$ cat src/rtl/cmdspi_pkg.sv
package cmdspi_pkg;
  localparam int WORD_W = 16;
  localparam int NB_W   = $clog2(WORD_W + 1);
  localparam int CNT_W  = 16;

  // Command word bit positions (within the upper half of an entry)
  localparam int CMD_HOLD   = 15;
  localparam int CMD_SET_LO = 12;
  localparam int CMD_LAST   = 11;
  localparam int CMD_CNTCLR = 10;

  // Attribute word bit positions
  localparam int ATT_LEN_LO = 27;
  localparam int ATT_CPOL   = 26;
  localparam int ATT_CPHA   = 25;
  localparam int ATT_LSBF   = 24;

  // Status bit positions
  localparam int STS_FRAME = 31;
  localparam int STS_QEND  = 28;

  typedef struct packed {
    logic [NB_W-1:0] nbits;
    logic            cpol;
    logic            cpha;
    logic            lsbf;
  } frame_fmt_t;

  function automatic frame_fmt_t decode_fmt(input logic [31:0] a);
    frame_fmt_t f;
    logic [3:0] len_m1;
    len_m1  = a[ATT_LEN_LO +: 4];
    f.nbits = (len_m1 < 4'd3) ? NB_W'(4) : NB_W'(len_m1) + NB_W'(1);
    f.cpol  = a[ATT_CPOL];
    f.cpha  = a[ATT_CPHA];
    f.lsbf  = a[ATT_LSBF];
    return f;
  endfunction
endpackage

$ cat src/rtl/cmdspi_shifter.sv
module cmdspi_shifter
  import cmdspi_pkg::*;
#(
  parameter int EDGE_W = 6
) (
  input  logic              clk,
  input  logic              rst_n,
  input  logic              load,
  input  logic [WORD_W-1:0] load_word,
  input  logic [NB_W-1:0]   nbits,
  input  logic              cpha,
  input  logic              lsbf,
  input  logic              active,
  input  logic              edge_stb,
  input  logic [EDGE_W-1:0] edge_idx,
  input  logic              miso,
  output logic              mosi,
  output logic [WORD_W-1:0] rx_word
);
  localparam int IDX_W = $clog2(WORD_W);

  logic [WORD_W-1:0] tx_q;
  logic [WORD_W-1:0] rx_q;
  logic [EDGE_W-1:0] drv_edge;
  logic [IDX_W-1:0]  drv_ord;
  logic [IDX_W-1:0]  smp_ord;

  // Map the position of a bit on the wire to its slot in the word
  function automatic logic [IDX_W-1:0] bit_slot(input logic [IDX_W-1:0] ord,
                                                input logic lsb_first,
                                                input logic [NB_W-1:0] len);
    return lsb_first ? ord : IDX_W'(len - NB_W'(1) - NB_W'(ord));
  endfunction

  // Phase 1 moves to the next bit only on leading edges after the first
  assign drv_edge = (cpha && edge_idx != '0) ? edge_idx - 1'b1 : edge_idx;
  assign drv_ord  = IDX_W'(drv_edge >> 1);
  assign smp_ord  = IDX_W'(edge_idx >> 1);

  assign mosi    = active & tx_q[bit_slot(drv_ord, lsbf, nbits)];
  assign rx_word = rx_q;

  always_ff @(posedge clk or negedge rst_n) begin
    if (!rst_n) begin
      tx_q <= '0;
      rx_q <= '0;
    end else if (load) begin
      tx_q <= load_word;
      rx_q <= '0;
    end else if (edge_stb && (edge_idx[0] == cpha)) begin
      rx_q[bit_slot(smp_ord, lsbf, nbits)] <= miso;
    end
  end
endmodule

$ cat src/rtl/cmdspi_status.sv
module cmdspi_status
  import cmdspi_pkg::*;
(
  input  logic             clk,
  input  logic             rst_n,
  input  logic             frame_done,
  input  logic             cnt_clear,
  input  logic             queue_end,
  input  logic             clr_frame,
  input  logic             clr_queue,
  output logic [CNT_W-1:0] count,
  output logic             frame_flag,
  output logic             queue_flag
);
  always_ff @(posedge clk or negedge rst_n) begin
    if (!rst_n) begin
      count      <= '0;
      frame_flag <= 1'b0;
      queue_flag <= 1'b0;
    end else begin
      if (frame_done) count <= (cnt_clear ? '0 : count) + 1'b1;
      frame_flag <= frame_done | (frame_flag & ~clr_frame);
      queue_flag <= (frame_done & queue_end) | (queue_flag & ~clr_queue);
    end
  end
endmodule

$ cat src/rtl/cmdspi_engine.sv
module cmdspi_engine
  import cmdspi_pkg::*;
#(
  parameter int NUM_CS    = 6,
  parameter int ATTR_SETS = 8
) (
  input  logic                   clk,
  input  logic                   rst_n,
  input  logic                   entry_valid,
  output logic                   entry_ready,
  input  logic [31:0]            entry_data,
  input  logic [ATTR_SETS*32-1:0] attr_sets,
  input  logic [NUM_CS-1:0]      cs_idle,
  input  logic                   half_tick,
  output logic                   sck,
  output logic                   mosi,
  output logic [NUM_CS-1:0]      pcs,
  input  logic                   miso,
  output logic                   rx_valid,
  input  logic                   rx_ready,
  output logic [WORD_W-1:0]      rx_data,
  output logic [31:0]            tcr,
  output logic [31:0]            status,
  input  logic [31:0]            status_clr
);
  localparam int SEL_W  = (ATTR_SETS > 1) ? $clog2(ATTR_SETS) : 1;
  localparam int EDGE_W = $clog2(2 * WORD_W + 1);

  logic              busy;
  frame_fmt_t        fmt;
  frame_fmt_t        next_fmt;
  logic              keep_sel;
  logic              end_q;
  logic              clr_cnt;
  logic [EDGE_W-1:0] edge_idx;
  logic [NUM_CS-1:0] sel_act;
  logic [SEL_W-1:0]  set_idx;
  logic              accept;
  logic              edge_stb;
  logic              last_edge;
  logic [CNT_W-1:0]  count;
  logic              frame_flag;
  logic              queue_flag;
  logic              unused_bits;

  assign set_idx  = entry_data[16 + CMD_SET_LO +: SEL_W];
  assign next_fmt = decode_fmt(attr_sets[int'(set_idx) * 32 +: 32]);

  assign entry_ready = !busy && !rx_valid;
  assign accept      = entry_valid && entry_ready;
  assign edge_stb    = busy && half_tick;
  assign last_edge   = edge_stb && (edge_idx == EDGE_W'(2 * fmt.nbits - 1));

  always_ff @(posedge clk or negedge rst_n) begin
    if (!rst_n) begin
      busy     <= 1'b0;
      fmt      <= '0;
      keep_sel <= 1'b0;
      end_q    <= 1'b0;
      clr_cnt  <= 1'b0;
      edge_idx <= '0;
      sel_act  <= '0;
      sck      <= 1'b0;
      rx_valid <= 1'b0;
    end else begin
      if (rx_valid && rx_ready) rx_valid <= 1'b0;
      if (accept) begin
        busy     <= 1'b1;
        fmt      <= next_fmt;
        keep_sel <= entry_data[16 + CMD_HOLD];
        end_q    <= entry_data[16 + CMD_LAST];
        clr_cnt  <= entry_data[16 + CMD_CNTCLR];
        edge_idx <= '0;
        sel_act  <= entry_data[16 +: NUM_CS];
        sck      <= next_fmt.cpol;
      end else if (edge_stb) begin
        sck      <= ~sck;
        edge_idx <= edge_idx + 1'b1;
        if (last_edge) begin
          busy     <= 1'b0;
          rx_valid <= 1'b1;
          if (!keep_sel) sel_act <= '0;
        end
      end
    end
  end

  for (genvar g = 0; g < NUM_CS; g++) begin : g_cs
    assign pcs[g] = sel_act[g] ? ~cs_idle[g] : cs_idle[g];
  end

  cmdspi_shifter #(.EDGE_W(EDGE_W)) u_shift (
    .clk      (clk),
    .rst_n    (rst_n),
    .load     (accept),
    .load_word(entry_data[WORD_W-1:0]),
    .nbits    (fmt.nbits),
    .cpha     (fmt.cpha),
    .lsbf     (fmt.lsbf),
    .active   (busy),
    .edge_stb (edge_stb),
    .edge_idx (edge_idx),
    .miso     (miso),
    .mosi     (mosi),
    .rx_word  (rx_data)
  );

  cmdspi_status u_status (
    .clk       (clk),
    .rst_n     (rst_n),
    .frame_done(last_edge),
    .cnt_clear (clr_cnt),
    .queue_end (end_q),
    .clr_frame (status_clr[STS_FRAME]),
    .clr_queue (status_clr[STS_QEND]),
    .count     (count),
    .frame_flag(frame_flag),
    .queue_flag(queue_flag)
  );

  assign tcr = {count, 16'h0000};

  always_comb begin
    status            = '0;
    status[STS_FRAME] = frame_flag;
    status[STS_QEND]  = queue_flag;
  end

  assign unused_bits = ^{entry_data[25:22], status_clr[30:29], status_clr[27:0], fmt.cpol};
endmodule

$ cat config.mk
export PLATFORM = sky130hd
export DESIGN_NAME = cmdspi_engine
export DESIGN_NICKNAME = d
export VERILOG_FILES = /design/src/rtl/cmdspi_pkg.sv /design/src/rtl/cmdspi_shifter.sv /design/src/rtl/cmdspi_status.sv /design/src/rtl/cmdspi_engine.sv
export SDC_FILE = /design/constraint.sdc
export NUM_CORES = 1
export LEC_CHECK = 0
export BUFFER_PORTS_ARGS = -buffer_cell sky130_fd_sc_hd__buf_4
export CAP_MARGIN = 10
export CORE_AREA = 2 2 165 167
export CTS_BUF_LIST = sky130_fd_sc_hd__clkbuf_4 sky130_fd_sc_hd__clkbuf_8
export DETAILED_ROUTE_END_ITERATION = 10
export DIE_AREA = 0 0 167 169
export PLACE_DENSITY = 0.41
export SETUP_SLACK_MARGIN = 0.15
export SYNTH_ARGS = -nofsm -noshare
export SYNTH_HDL_FRONTEND = slang
export SYNTH_SLANG_ARGS = --single-unit
$ cat constraint.sdc
create_clock -name clk -period 9.7 [get_ports clk]
set_clock_uncertainty 0.1 [all_clocks]
set_input_delay 1.455 -clock clk [delete_from_list [all_inputs] [get_ports clk]]
set_output_delay 1.455 -clock clk [all_outputs]
set_load 0.05 [all_outputs]
## Word-level counts from Yosys, hierarchy flattened

Cells that the tools add are included.

| word-level totals | value |
|---|---|
| logic and storage cells | 96 |
| bits of input ports | 332 |
| bits in registers | 75 |
| output and inout bits | 90 |

| cells by class | value |
|---|---|
| bitwise operators | 15 |
| eq/ne operators | 3 |
| reductions and logical operators | 16 |
| muxes and demuxes | 33 |
| order comparisons | 4 |
| shift-type cells | 1 |
| $add $sub $neg | 8 |

Operators by type and width:

| kind | count |
|---|---|
| 256-bit by 9-bit indexed part select with 31-bit output | 1 |
| 16-bit two-way mux | 3 |
| 6-bit two-way mux | 6 |
| 1-bit two-way mux | 17 |
| 16-bit by 1-bit adder with 16-bit output, second input constant | 1 |
| 16-bit bitwise mux | 1 |
| 4-bit by 5-bit less-than comparator with 1-bit output, second input constant | 2 |
| 5-bit two-way mux | 2 |
| 1-bit inverter | 9 |
| 1-bit logical AND | 8 |
| 4-bit two-way mux | 2 |
| 4-bit subtractor | 2 |
| 6-bit by 1-bit adder with 6-bit output, second input constant | 1 |
| 6-bit == test | 1 |
| 2-bit nonzero test | 3 |
| 6-bit nonzero test | 1 |
| 6-bit by 1-bit subtractor with 6-bit output, second input constant | 1 |
| 4-bit by 1-bit adder with 5-bit output, second input constant | 1 |
| 5-bit by 1-bit subtractor with 5-bit output, second input constant | 1 |
| 1-bit bitwise AND | 4 |
| 1-bit binary-select mux with 4-bit select | 1 |
| 1-bit demux with 4-bit select | 1 |
| 4-bit by 1-bit >= comparator with 1-bit output, second input constant | 1 |
| 4-bit by 2-bit less-than comparator with 1-bit output, second input constant | 1 |
| 7 further kinds | 9 |

## Longest topological paths before layout

Gate-level depths: netlist (run 1).

| depth | value |
|---|---|
| depth after elaboration | 10 |
| mapped depth | 14 |
| mapped depth without buffers | 14 |

## By module

A second synthesis (run 1) with hierarchy kept.

| second synthesis, totals | value |
|---|---|
| cell total of the unflattened synthesis | 515 |
| area total of the unflattened synthesis | 5231.3 um^2 |

Modules (own cells, without submodules):

| module | area each (um^2) | instances | cells each | seq. area each (um^2) |
|---|---|---|---|---|
| cmdspi_engine | 2112.0 | 1 | 205 | 625.6 |
| cmdspi_shifter | 2095.8 | 1 | 203 | 800.8 |
| cmdspi_status | 1023.5 | 1 | 107 | 450.4 |

## Worst setup path before layout (run 1)

OpenSTA, ideal clock, no wires.

| timing path | value |
|---|---|
| kind | reg-to-output |
| start | reg edge_idx[1] |
| end | out mosi |
| setup slack | 4.319 ns |
| stages on the path, launching flop included | 15 |
| arrival | 3.826 ns |
| data required time | 8.145 ns |
| buffers on the path | 0 |
| path through | dfrtp_1 inv_1 ha_1 or4b_4 o21ai_2 mux2i_1 ha_1 fa_1 nor2_1 a31oi_1 nand2_4 mux2_2 nor2_1 a2111oi_0 o31a_1 |

| on the way | value |
|---|---|
| longest elaborated chain between the ends | 8 |
| elaborated cells between the ends (all ways) | 9 |
| classes of those cells | add/sub: 2; mux: 4; bitwise: 1; reduce/logical: 2 |

RTL lines:

| what | line | source |
|---|---|---|
| start: declaration | cmdspi_engine.sv:35 | `logic [EDGE_W-1:0] edge_idx;` |
| start signal: assignment | cmdspi_engine.sv:78 | `edge_idx <= edge_idx + 1'b1;` |
| branches (longest 2 deep; another with 5-bit by 1-bit subtractor with 5-bit output) | - |  |
| 5-bit two-way mux (*) | cmdspi_shifter.sv:36 | `assign drv_edge = (cpha && edge_idx != '0) ? edge_idx - 1'b1 : edge_idx;` |
| 4-bit subtractor | cmdspi_shifter.sv:32 | `return lsb_first ? ord : IDX_W'(len - NB_W'(1) - NB_W'(ord));` |
| 4-bit two-way mux (*) | cmdspi_shifter.sv:32 |  |
| 1-bit binary-select mux with 4-bit select (*) | cmdspi_shifter.sv:40 | `assign mosi = active & tx_q[bit_slot(drv_ord, lsbf, nbits)];` |
| 1-bit two-way mux (implied by the code) (*) | cmdspi_shifter.sv:40 |  |
| 1-bit bitwise AND (*) | cmdspi_shifter.sv:40 |  |
| end: declaration | cmdspi_engine.sv:16 | `output logic mosi,` |

Mark *: on every way between the ends. The select of a mux whose other input is x is not followed.

## Worst setup path in the final report (run 1)

Same ends and word-level chain as after synthesis.

==> results.md, run 1 <==
- Post-DRT Antenna Nets: 0
- Fmax achieved: approximately 0.16 GHz
- Die H: roughly 170 um
- Leakage: 2.94 nW
- Final setup vio count: 0
- CORE AREA: roughly 0.027 mm^2
- Post-layout min period: around 6300 ps
- Crit end category: primary output
- Cell area after layout: roughly 0.0063 mm^2
- DRC Markers: 0
- Worst Hold Class: flop to flop
- Async SR Flop Fraction: between 90% and 100%
- Worst r2r src: fmt[3]
- Tot GR Track Use: 9.88%
- Critical Path Start Type: flop
- Main flop type after synthesis: dfrtp_1
- DRT Pass-1 Iters: 4
- Final global-route overflow total: 0
- Die ar.: about 0.028 mm^2
- CTS H-tree lvls: 3
- Vias: between 3,000 and 4,000
- CTS Buf Count: 9
- Clock Latency Late Sink: roughly 370 ps
- Hold Crit Start: u_shift.tx_q[0]
- Placed cell area: 0.00609 mm^2
- Initial Utilization: between 10% and 20%
- Final wirelength: between 10,000 and 15,000 um
- Share of the synthesized area in the top cell type: about two fifths
- Worst setup path class: flop to primary output
- Synth Register Bits: 75
- CTS tree: yes
- Seq/Total Area, Yosys: 38.4%
- Reg2Reg Depth: 11
- PortBufs: roughly 140
- Required time of the critical path: just over 8000 ps
- DR vias/cell: 4.01
- Yosys Warn Count: 0
- First-pass GRT wire length: roughly 22,000 um
- Actual slew at the worst max-slew pin: 893 ps
- Synth Cell Area: around 0.0049 mm^2
- Mean Syn Cell Area: 9.37 um^2
- Synth area leader: dfrtp_1
- Endpoints failing hold: 0
- Per-cell routed wire length: 14.0 um
- Peak VDD IR: ~0.10 mV
- Netlist cell types: ~60
- GPL Wtd Cong: between 0.7 and 0.8
- Io pins: 422
- Power per Cell Area: approximately 320 mW/mm^2
- Initial DRC count: a little under 200
- Critical path startpoint: edge_idx[1]
- Setup_tns: 0 ps
- Area contributors post-synth: dfrtp_1 38%, nand2_1 8.1%, buf_4 7.5%, mux4_2 6.5%, ha_1 3.1%
- Max-cap violations: 0
- Die X: 167 um
- HPWL Detailed: approximately 10,000 um
- Area grow syn2layout: 29.4%
- R2R setup slack: about 6500 ps
- Crit Reg-Reg Endpoint: u_shift.rx_word[7]
- Vias in the first global route: roughly 3,900
- ANT cells: 0
- Most frequent cells in the layout: 145 x buf_4, 105 x nand2_1, 75 x dfrtp_1, 46 x conb_1, 27 x o21ai_0
- Initial antenna violation count: 0
- Max-slew headroom at the worst pin: just over 40%
- Final Max Slew Viols: 0
- Row count: 60
- Largest net degree at the start of global routing: 64
- CTS Hold Buffers Added: 0
- Maximum fanout along the worst path: 7
- Clock sinks: 75
- Final period util: between 60 and 70%
- Most common cell after layout, fill and taps aside: buf_4
- Status: finished, final reports clean
- Layout cell share with drive strength beyond 1: between 20% and 30%
- Clock root cell: clkbuf_8
- Worst EP arrival: about 4700 ps
- RSZ-0062 raised after global routing: no
- CTS resizes: 0
- Post-synth EDFFs: 0
- Setup crit end: mosi
- CTS clock-pin slew for the worst setup and hold paths: roughly 90 ps
- Post-synthesis cell count: around 520
- Nets: between 900 and 1,000
- Fillers: ~2,900
- CTS Buffer Depth: 2
- Setup bufs post-CTS: 0
==> registers in the layout, indices dropped and copies added, names as in the netlist <==
signal,count
rx_valid,1
keep_sel,1
clr_cnt,1
u_shift.tx_q,16
sck,1
end_q,1
u_status.count,16
fmt,7
busy,1
u_status.frame_flag,1
u_status.queue_flag,1
edge_idx,6
u_shift.rx_word,16
sel_act,6
==> cells in the mapped netlist, drive strengths merged, types with 2 or more instances <==
| library cell | number |
|---|---|
| o31ai | 13 |
| buf | 56 |
| mux2 | 7 |
| o211ai | 10 |
| a32oi | 4 |
| nand4 | 3 |
| ha | 12 |
| inv | 17 |
| dfrtp | 75 |
| or4b | 2 |
| xor2 | 13 |
| nor2 | 25 |
| nor4 | 3 |
| or2 | 3 |
| o21bai | 2 |
| and3 | 3 |
| o31a | 3 |
| a31oi | 2 |
| o22ai | 3 |
| fa | 2 |
| o21ai | 29 |
| nor3 | 15 |
| clkbuf | 16 |
| and2 | 3 |
| nand3 | 12 |
| nor2b | 5 |
| xnor2 | 12 |
| nand2 | 106 |
| mux4 | 14 |
| mux2i | 15 |
| a21oi | 12 |
| a22o | 10 |
==> worst min path at each step <==
stage | depth (start not counted) | slack, ps | to
floorplan | 2 | 340 | u_shift.tx_q[6]
global placement | 2 | 360 | u_shift.tx_q[0]
detailed placement | 2 | 360 | u_shift.tx_q[0]
CTS | 2 | 380 | u_shift.tx_q[0]
global route | 2 | 390 | u_shift.tx_q[0]
finish | 2 | 370 | u_shift.tx_q[0]
==> worst max-delay path, cell delays in order (launching register included) <==
cell and delay, ps:
dfrtp_1 470, inv_1 210, ha_1 170, or4b_4 510, o21ai_2 150, mux2i_1 130
ha_1 250, fa_1 510, nor2_1 40, a31oi_1 540, nand2_4 190, mux2_2 270
nor2_1 40, a2111oi_0 440, o31a_1 200, buf_4 200
==> power by group <==
part | total (mW) | switching [mW] | internal, mW
sequential | 0.531 | 0.112 | 0.419
clock | 0.287 | 0.135 | 0.152
combinational | 1.19 | 0.760 | 0.432
==> final cells by class <==
cell class	instances	area [um^2]	share of cell area, %
clock inverter	5	85.1	1.35
multi-input combinational	402	2640	41.8
timing repair buffer	145	1090	17.2
inverter	17	63.8	1.01
sequential	75	1880	29.7
tap	341	427	6.75
clock buffer	11	139	2.20
==> metal layers <==
metal	routed length [um]	part of all wire (%)	global-route usage, %	up-vias
met4	54	0.39	1.12	0
met1	6580	47	13.6	1821
met5	0	0	0	-
met2	6150	44	14.9	171
li1	-	-	-	1995
met3	1200	8.6	4.14	6
==> through the flow <==
step	power (mW)	cells	setup slack (ps)	hold slack, ps	util (%)
final	2.01	996	3440	370	23.8
after floorplan	1.43	566	4320	336	-
after global routing	2.18	996	3150	387	23.8
after detailed placement	1.75	980	3800	355	23.0
after CTS	2.05	996	3350	379	23.8
after global placement	1.75	980	3800	356	23.0
==> cell families after synthesis <==
| group | Yosys count | share of synthesized area [%] |
|---|---|---|
| compound gates | 95 | 13.5 |
| xor+xnor | 25 | 4.48 |
| fa+ha+maj | 14 | 3.89 |
| buf+inv | 89 | 11.0 |
| flops | 75 | 38.4 |
| mux | 36 | 11.1 |
| other cells | 1 | 0.0768 |
| simple gates | 186 | 17.4 |
(Power assumes the default switching activity.)
==> inputs of run 2 (changes only) <==
--- a/config.mk
+++ b/config.mk
@@ -7,10 +7,10 @@
 export LEC_CHECK = 0
 export BUFFER_PORTS_ARGS = -buffer_cell sky130_fd_sc_hd__buf_4
 export CAP_MARGIN = 10
-export CORE_AREA = 2 2 165 167
+export CORE_AREA = 2 2 166 168
 export CTS_BUF_LIST = sky130_fd_sc_hd__clkbuf_4 sky130_fd_sc_hd__clkbuf_8
 export DETAILED_ROUTE_END_ITERATION = 10
-export DIE_AREA = 0 0 167 169
+export DIE_AREA = 0 0 168 170
 export PLACE_DENSITY = 0.41
 export SETUP_SLACK_MARGIN = 0.15
 export SYNTH_ARGS = -nofsm -noshare
==> constraint.sdc (replaced) <==
create_clock -name clk -period 5.78 [get_ports clk]
set_clock_uncertainty 0.1 [all_clocks]
set_input_delay 0.867 -clock clk [delete_from_list [all_inputs] [get_ports clk]]
set_output_delay 0.867 -clock clk [all_outputs]
set_load 0.05 [all_outputs]
==> results.md, run 2 (synthesis results as in run 1) <==
- Status: finished, final reports clean
- Die X: 168 um (+0.60%)
- Row count: 60 (unchanged)
- Endpoints failing hold: 0 (unchanged)
- R2R setup slack: 2660 ps (-3800 ps)
- Most frequent cells in the layout: 148 x buf_4, 105 x nand2_1, 75 x dfrtp_1, 46 x conb_1, 27 x o21ai_0
- CTS Buf Count: 9 (unchanged)
- Max-slew headroom at the worst pin: 48.6% (+8.1 points)
- Worst path slowest cell: or4b_4
- Layout cell share with drive strength beyond 1: 30.4% (+0.93 points)
- Initial Utilization: 18.3% (-0.10 points)
- Final global-route overflow total: 0 (unchanged)
- DRC Markers: 0 (unchanged)
- CORE AREA: 0.0267 mm^2 (+0.57%)
- Worst-path cell chain: inv_2 -> ha_1 -> or4b_4 -> o21ai_2 -> mux2i_2 -> ha_2 -> fa_1 -> nor2_1 -> a31oi_1 -> buf_4 -> nand2_4 -> mux2_1 -> o211ai_1 -> mux2i_1 -> o31a_1 -> buf_4
- Most common cell after layout, fill and taps aside: buf_4
- Worst Path Buf+Inv: 3 (+1)
- CP top delay family: adder cells
- Final wirelength: 13,800 um (-1.4%)
- Tot GR Track Use: 9.80% (-0.085 points)
- Required time of the critical path: 4810 ps (-3340 ps)
- Fmax achieved: between 0.15 and 0.2 GHz
- Worst Hold Class: primary input to asynchronous set/reset pin
- Die ar.: 0.0286 mm^2 (+1.2%)
- Die H: 170 um (+0.59%)
- PortBufs: 141 (unchanged)
- Worst EP arrival: 4320 ps (-390 ps)
- Final setup vio count: 0 (unchanged)
- CTS H-tree lvls: 3 (unchanged)
- Leakage: 2.94 nW (-0.28%)
- Power per Cell Area: 528 mW/mm^2 (+66%)
- DR vias/cell: 4.02 (+0.32%)
- Worst setup path class: flop to primary output
- Setup_tns: 0 ps (unchanged)
- Post-DRT Antenna Nets: 0 (unchanged)
- Post-place setup slack: 777 ps (-3020 ps)
- Largest stage delay on the critical path: 520 ps (-20 ps)
- Crit end category: primary output
- CTS Buffer Depth: 2 (unchanged)
- Final Max Slew Viols: 0 (unchanged)
- Power Total: 3.33 mW (+66%)
- ANT cells: 0 (unchanged)
- Per-cell routed wire length: 13.8 um (-1.7%)
- Initial DRC count: 182 (-6.7%)
- First-pass GRT wire length: 21,900 um (-0.41%)
- Peak VDD IR: 0.212 mV (+110%)
- Max-cap violations: 0 (unchanged)
- Area grow syn2layout: 29.2%
- Io pins: 422 (unchanged)
- Placed cell area: 0.00612 mm^2 (+0.37%)
- Fin worst setup slack: 490 ps (-2950 ps)
- Critical Path Start Type: flop
- Nets: 999 (+0.30%)
- CP most frequent cell: buf_4
- Vias: 4,018 (+0.63%)
- CTS clock-pin slew for the worst setup and hold paths: 90 ps (about the same)
- Clock sinks: 75 (unchanged)
- RSZ-0062 raised after global routing: no
- DRT Pass-1 Iters: 6 (+2)
- Post-layout min period: between 5000 and 6000 ps
- HPWL Detailed: 10,400 um (+0.16%)
- GPL Wtd Cong: 0.756 (+4.3%)
- Maximum fanout along the worst path: 7 (unchanged)
- Clock root cell: clkbuf_8
- Worst r2r src: fmt[3]
- Crit Reg-Reg Endpoint: u_shift.rx_word[2]
- Clock Latency Late Sink: 360 ps (about the same)
- Fillers: 2,917 (+1.6%)
- Largest net degree at the start of global routing: 57 (-11%)
- Reg2Reg Depth: 11 (unchanged)
- Setup bufs post-CTS: 0 (unchanged)
- Initial antenna violation count: 0 (unchanged)
- Post-route insts no fill: 999 (+0.30%)
- Final period util: slightly above 90%
- CTS tree: yes
- Vias in the first global route: 4,023 (+4.1%)
- Cell area after layout: 0.00631 mm^2 (-0.16%)
- Actual slew at the worst max-slew pin: 771 ps (-121 ps)
- Dpl cells: 983 (+0.31%)
-- run 2: cell count changes in the layout (fill, tap and decap cells not counted), moves of 2 or more --
cell       before  now
inv_1          17   15
buf_4         145  148
inv_2           0    2
clkbuf_4        2    0
bufinv_16       2    0
-- run 2: cell type report --
type	count	area, um^2	area share, %
clock inverter	6	47.5	0.754
inverter	17	63.8	1.01
clock buffer	10	138	2.18
tap	341	427	6.76
timing repair buffer	148	1110	17.6
sequential	75	1880	29.8
multi-input combinational	402	2640	41.9
-- run 2: metrics by stage --
step                hold WS, ps  util, %
floorplan                   336        -
global placement            353     22.9
detailed placement          357     22.9
CTS                         251     23.6
global route                265     23.7
finish                      274     23.7
-- run 2: what timing repair did --
| action | 4_1_cts | 5_1_grt |
|---|---|---|
| hold buffers | 0 | 0 |
| resized for setup | 0 | 4 |
| endpoints found under the setup margin | 0 | 1 |
-- run 2: power breakdown --
| group | total, mW | internal [mW] | switching [mW] |
|---|---|---|---|
| registers | 0.880 | 0.703 | 0.177 |
| logic | 2.05 | 0.754 | 1.29 |
| clock network | 0.402 | 0.172 | 0.230 |
-- run 2: per-layer routing --
| metal | GRT usage [%] | up-vias | wire length (um) |
|---|---|---|---|
| li1 | - | 1996 | - |
| met1 | 12.5 | 1841 | 6260 |
| met2 | 15.6 | 173 | 6130 |
| met3 | 3.88 | 8 | 1300 |
| met4 | 2.04 | 0 | 106 |
| met5 | 0 | - | 0 |
-- run 2: how the worst max path moves through the flow --
stage          slack, ps    to         from  depth (start not counted)
3_3_place_gp         770  mosi  edge_idx[0]                         16
6_report             490  mosi  edge_idx[0]                         16
2_1_floorplan        990  mosi  edge_idx[1]                         14
5_1_grt              150  mosi  edge_idx[0]                         16
3_5_place_dp         780  mosi  edge_idx[0]                         16
4_1_cts              330  mosi  edge_idx[0]                         16
-- run 2: worst reg2reg max path, cell delays in order (launching register included) --
cell	delay (ps)
dfrtp_1	450
inv_1	90
ha_1	390
inv_1	90
ha_1	290
nor2b_1	130
o21ai_0	180
a21boi_0	140
o31a_1	330
or2_1	350
nor3_1	320
mux2i_1	210
==> inputs of run 3 (changes only) <==
--- a/config.mk
+++ b/config.mk
@@ -5,13 +5,16 @@
 export SDC_FILE = /design/constraint.sdc
 export NUM_CORES = 1
 export LEC_CHECK = 0
+export ABC_AREA = 1
 export BUFFER_PORTS_ARGS = -buffer_cell sky130_fd_sc_hd__buf_4
 export CAP_MARGIN = 10
-export CORE_AREA = 2 2 166 168
+export CELL_PAD_IN_SITES_DETAIL_PLACEMENT = 0
+export CELL_PAD_IN_SITES_GLOBAL_PLACEMENT = 1
+export CORE_AREA = 2 2 163 165
 export CTS_BUF_LIST = sky130_fd_sc_hd__clkbuf_4 sky130_fd_sc_hd__clkbuf_8
 export DETAILED_ROUTE_END_ITERATION = 10
-export DIE_AREA = 0 0 168 170
-export PLACE_DENSITY = 0.41
+export DIE_AREA = 0 0 165 167
+export PLACE_DENSITY = 0.63
 export SETUP_SLACK_MARGIN = 0.15
 export SYNTH_ARGS = -nofsm -noshare
 export SYNTH_HDL_FRONTEND = slang
==> results.md, run 3 <==
- Status: finished, final reports clean
- Max-cap violations: 0 (unchanged)
- Finished Core Util: 25.7% (+2.0 points)
- Area contributors post-synth: dfrtp_1 36%, nand2_1 14%, buf_4 7.1%, nand3_1 6.2%, o21ai_0 5.2%
- Tot GR Track Use: 11.5% (+1.7 points)
- Final wirelength: 15,300 um (+11%)
- Row count: 59 (-1.7%)
- Post-DRT Antenna Nets: 0 (unchanged)
- Final global-route overflow total: 0 (unchanged)
- Endpoints failing hold: 0 (unchanged)
- CTS Buffer Depth: 2 (unchanged)
- Largest stage delay on the critical path: 500 ps (-20 ps)
- Post-synthesis cell count: 711 (+36%)
- Most common cell after layout, fill and taps aside: nand2_1
- Initial DRC count: 244 (+34%)
- Worst Path Buf+Inv: 4 (+1)
- Async SR Flop Fraction: 100% (unchanged)
- Placed cell area: 0.00639 mm^2 (+4.6%)
- Power per Cell Area: 578 mW/mm^2 (+9.5%)
- Setup_tns: 0 ps (unchanged)
- Clock sinks: 75 (unchanged)
- Final setup vio count: 0 (unchanged)
- Peak VDD IR: 0.574 mV (+170%)
- Largest net degree at the start of global routing: 76 (+33%)
- CTS H-tree lvls: 3 (unchanged)
- CTS Buf Count: 9 (unchanged)
- Setup bufs post-CTS: 0 (unchanged)
- CP top delay family: simple AND/OR/NAND/NOR gates
- Crit end category: primary output
- Maximum fanout along the worst path: 6 (-1)
- Final period util: 75.1% (-16 points)
- Initial antenna violation count: 0 (unchanged)
- Most frequent cells in the layout: 190 x nand2_1, 143 x buf_4, 75 x dfrtp_1, 65 x nand3_1, 55 x o21ai_0
- CORE AREA: 0.0258 mm^2 (-3.3%)
- Post-layout min period: 4340 ps (-947 ps)
- Top-count cell post-synth: nand2_1
- HPWL Detailed: 11,200 um (+7.7%)
- Initial Utilization: 20.4% (+2.1 points)
- Clock root cell: clkbuf_8
- GPL Wtd Cong: 0.774 (+2.3%)
- Post-synth EDFFs: 0 (unchanged)
- RSZ-0062 raised after global routing: no
- DRT Pass-1 Iters: 4 (-2)
- Area grow syn2layout: 25.9%
- CTS resizes: 0 (unchanged)
- CTS Hold Buffers Added: 0 (unchanged)
- Required time of the critical path: 4810 ps (about the same)
- DRC Markers: 0 (unchanged)
- Actual slew at the worst max-slew pin: 1040 ps (+271 ps)
- Cell area after layout: 0.00661 mm^2 (+4.8%)
- Final Max Slew Viols: 0 (unchanged)
- Seq/Total Area, Yosys: 35.7% (-2.7 points)
- Die X: 165 um (-1.8%)
- Share of the synthesized area in the top cell type: 35.7% (-2.7 points)
- Vias in the first global route: 4,656 (+16%)
- Per-cell routed wire length: 13.1 um (-5.3%)
- Worst Hold Class: flop to flop
- Synth Cell Area: 0.00525 mm^2 (+7.5%)
- DR vias/cell: 4.05 (+0.62%)
- Io pins: 422 (unchanged)
- Critical Path Start Type: flop
- Clock Latency Late Sink: 370 ps (about the same)
- ANT cells: 0 (unchanged)
- Die ar.: 0.0276 mm^2 (-3.5%)
- Main flop type after synthesis: dfrtp_1
- Worst setup path class: flop to primary output
- Die H: 167 um (-1.8%)
- Vias: 4,743 (+18%)
- Yosys Warn Count: 0 (unchanged)
- CTS clock-pin slew for the worst setup and hold paths: 90 ps (about the same)
- Worst path slowest cell: dfrtp_1
- Post-synth top cells: 190 x nand2_1, 75 x dfrtp_1, 65 x nand3_1, 55 x o21ai_0
- Synth area leader: dfrtp_1
- Fmax achieved: 0.230 GHz (+22%)
- First-pass GRT wire length: 24,900 um (+14%)
- Worst-path cell chain: inv_1 -> ha_1 -> nand3_2 -> nand2_4 -> nor2_2 -> xor2_1 -> inv_1 -> ha_1 -> a21oi_1 -> nand2_1 -> nand3_1 -> nand3_1 -> nand2_1 -> nand3_1 -> nand2_1 -> inv_1 -> nand3_1 -> nand2_1 -> nor2_2 -> buf_4
- Worst EP arrival: 3380 ps (-940 ps)
- Leakage: 3.31 nW (+13%)
- PortBufs: 141 (unchanged)
- Layout cell share with drive strength beyond 1: 24.0% (-6.4 points)
- Max-slew headroom at the worst pin: 30.5% (-18 points)
- Nets: 1,178 (+18%)
- CTS tree: yes
- Synth Register Bits: 75 (unchanged)
- Netlist cell types: 41 (-31%)
- Mean Syn Cell Area: 7.38 um^2 (-21%)
-- run 3: area by class of cell --
class / count / area (um^2)
multi-input combinational: 538 / 2780
inverter: 65 / 244
clock inverter: 7 / 92.6
timing repair buffer: 143 / 1070
sequential: 75 / 1880
clock buffer: 9 / 124
tap: 335 / 419
fill: 2866 / 19200
-- run 3: final timing paths --
kind,slack [ps],depth (start not counted),endpoint,start
setup / recovery,1440,20,mosi,edge_idx[1]
hold / removal,390,2,u_shift.tx_q[4],u_shift.tx_q[4]
setup reg to reg,2620,9,sel_act[5],fmt[3]
hold reg to reg,390,2,u_shift.tx_q[4],u_shift.tx_q[4]
max in group asynchronous,4330,1,u_status.count[8],rst_n
min in group asynchronous,560,1,u_shift.tx_q[2],rst_n
-- run 3: worst register-to-register path, cell delays in order (launching register included) --
cell and delay [ps]:
dfrtp_1 430, inv_2 90, ha_1 400, inv_1 100, ha_1 310, nand4_1 90
nor2_1 160, nand2_1 330, o21ai_0 820, o21ai_0 170
-- run 3: power breakdown --
part | switching, mW | internal [mW]
registers | 0.177 | 0.712
logic | 1.70 | 0.775
clock network | 0.218 | 0.241
total | 2.09 | 1.73
-- run 3: metal layers --
metal | vias up | GRT usage [%] | part of all wire, %
li1 | 2458 | - | -
met1 | 2125 | 15.8 | 48
met2 | 154 | 17.5 | 43
met3 | 6 | 3.86 | 7.7
met4 | 0 | 2.08 | 0.72
met5 | - | 0 | 0
-- run 3: logic make-up after synthesis --
kind of cell    count (synthesis)  synth area share (%)
simple gates                  360                  31.3
compound gates                 93                  10.5
fa+ha+maj                      14                  3.62
flops                          75                  35.7
other cells                     1                0.0714
xor+xnor                       25                  4.31
buf+inv                       143                  14.5
-- run 3: per-stage QoR --
step | setup slack, ps | hold slack [ps] | cells | total power [mW]
2_1_floorplan | 2070 | 344 | 756 | 2.87
3_3_place_gp | 1830 | 365 | 1156 | 3.39
3_5_place_dp | 1820 | 368 | 1156 | 3.40
4_1_cts | 1390 | 398 | 1172 | 3.88
5_1_grt | 1090 | 415 | 1172 | 4.20
6_report | 1440 | 389 | 1172 | 3.82
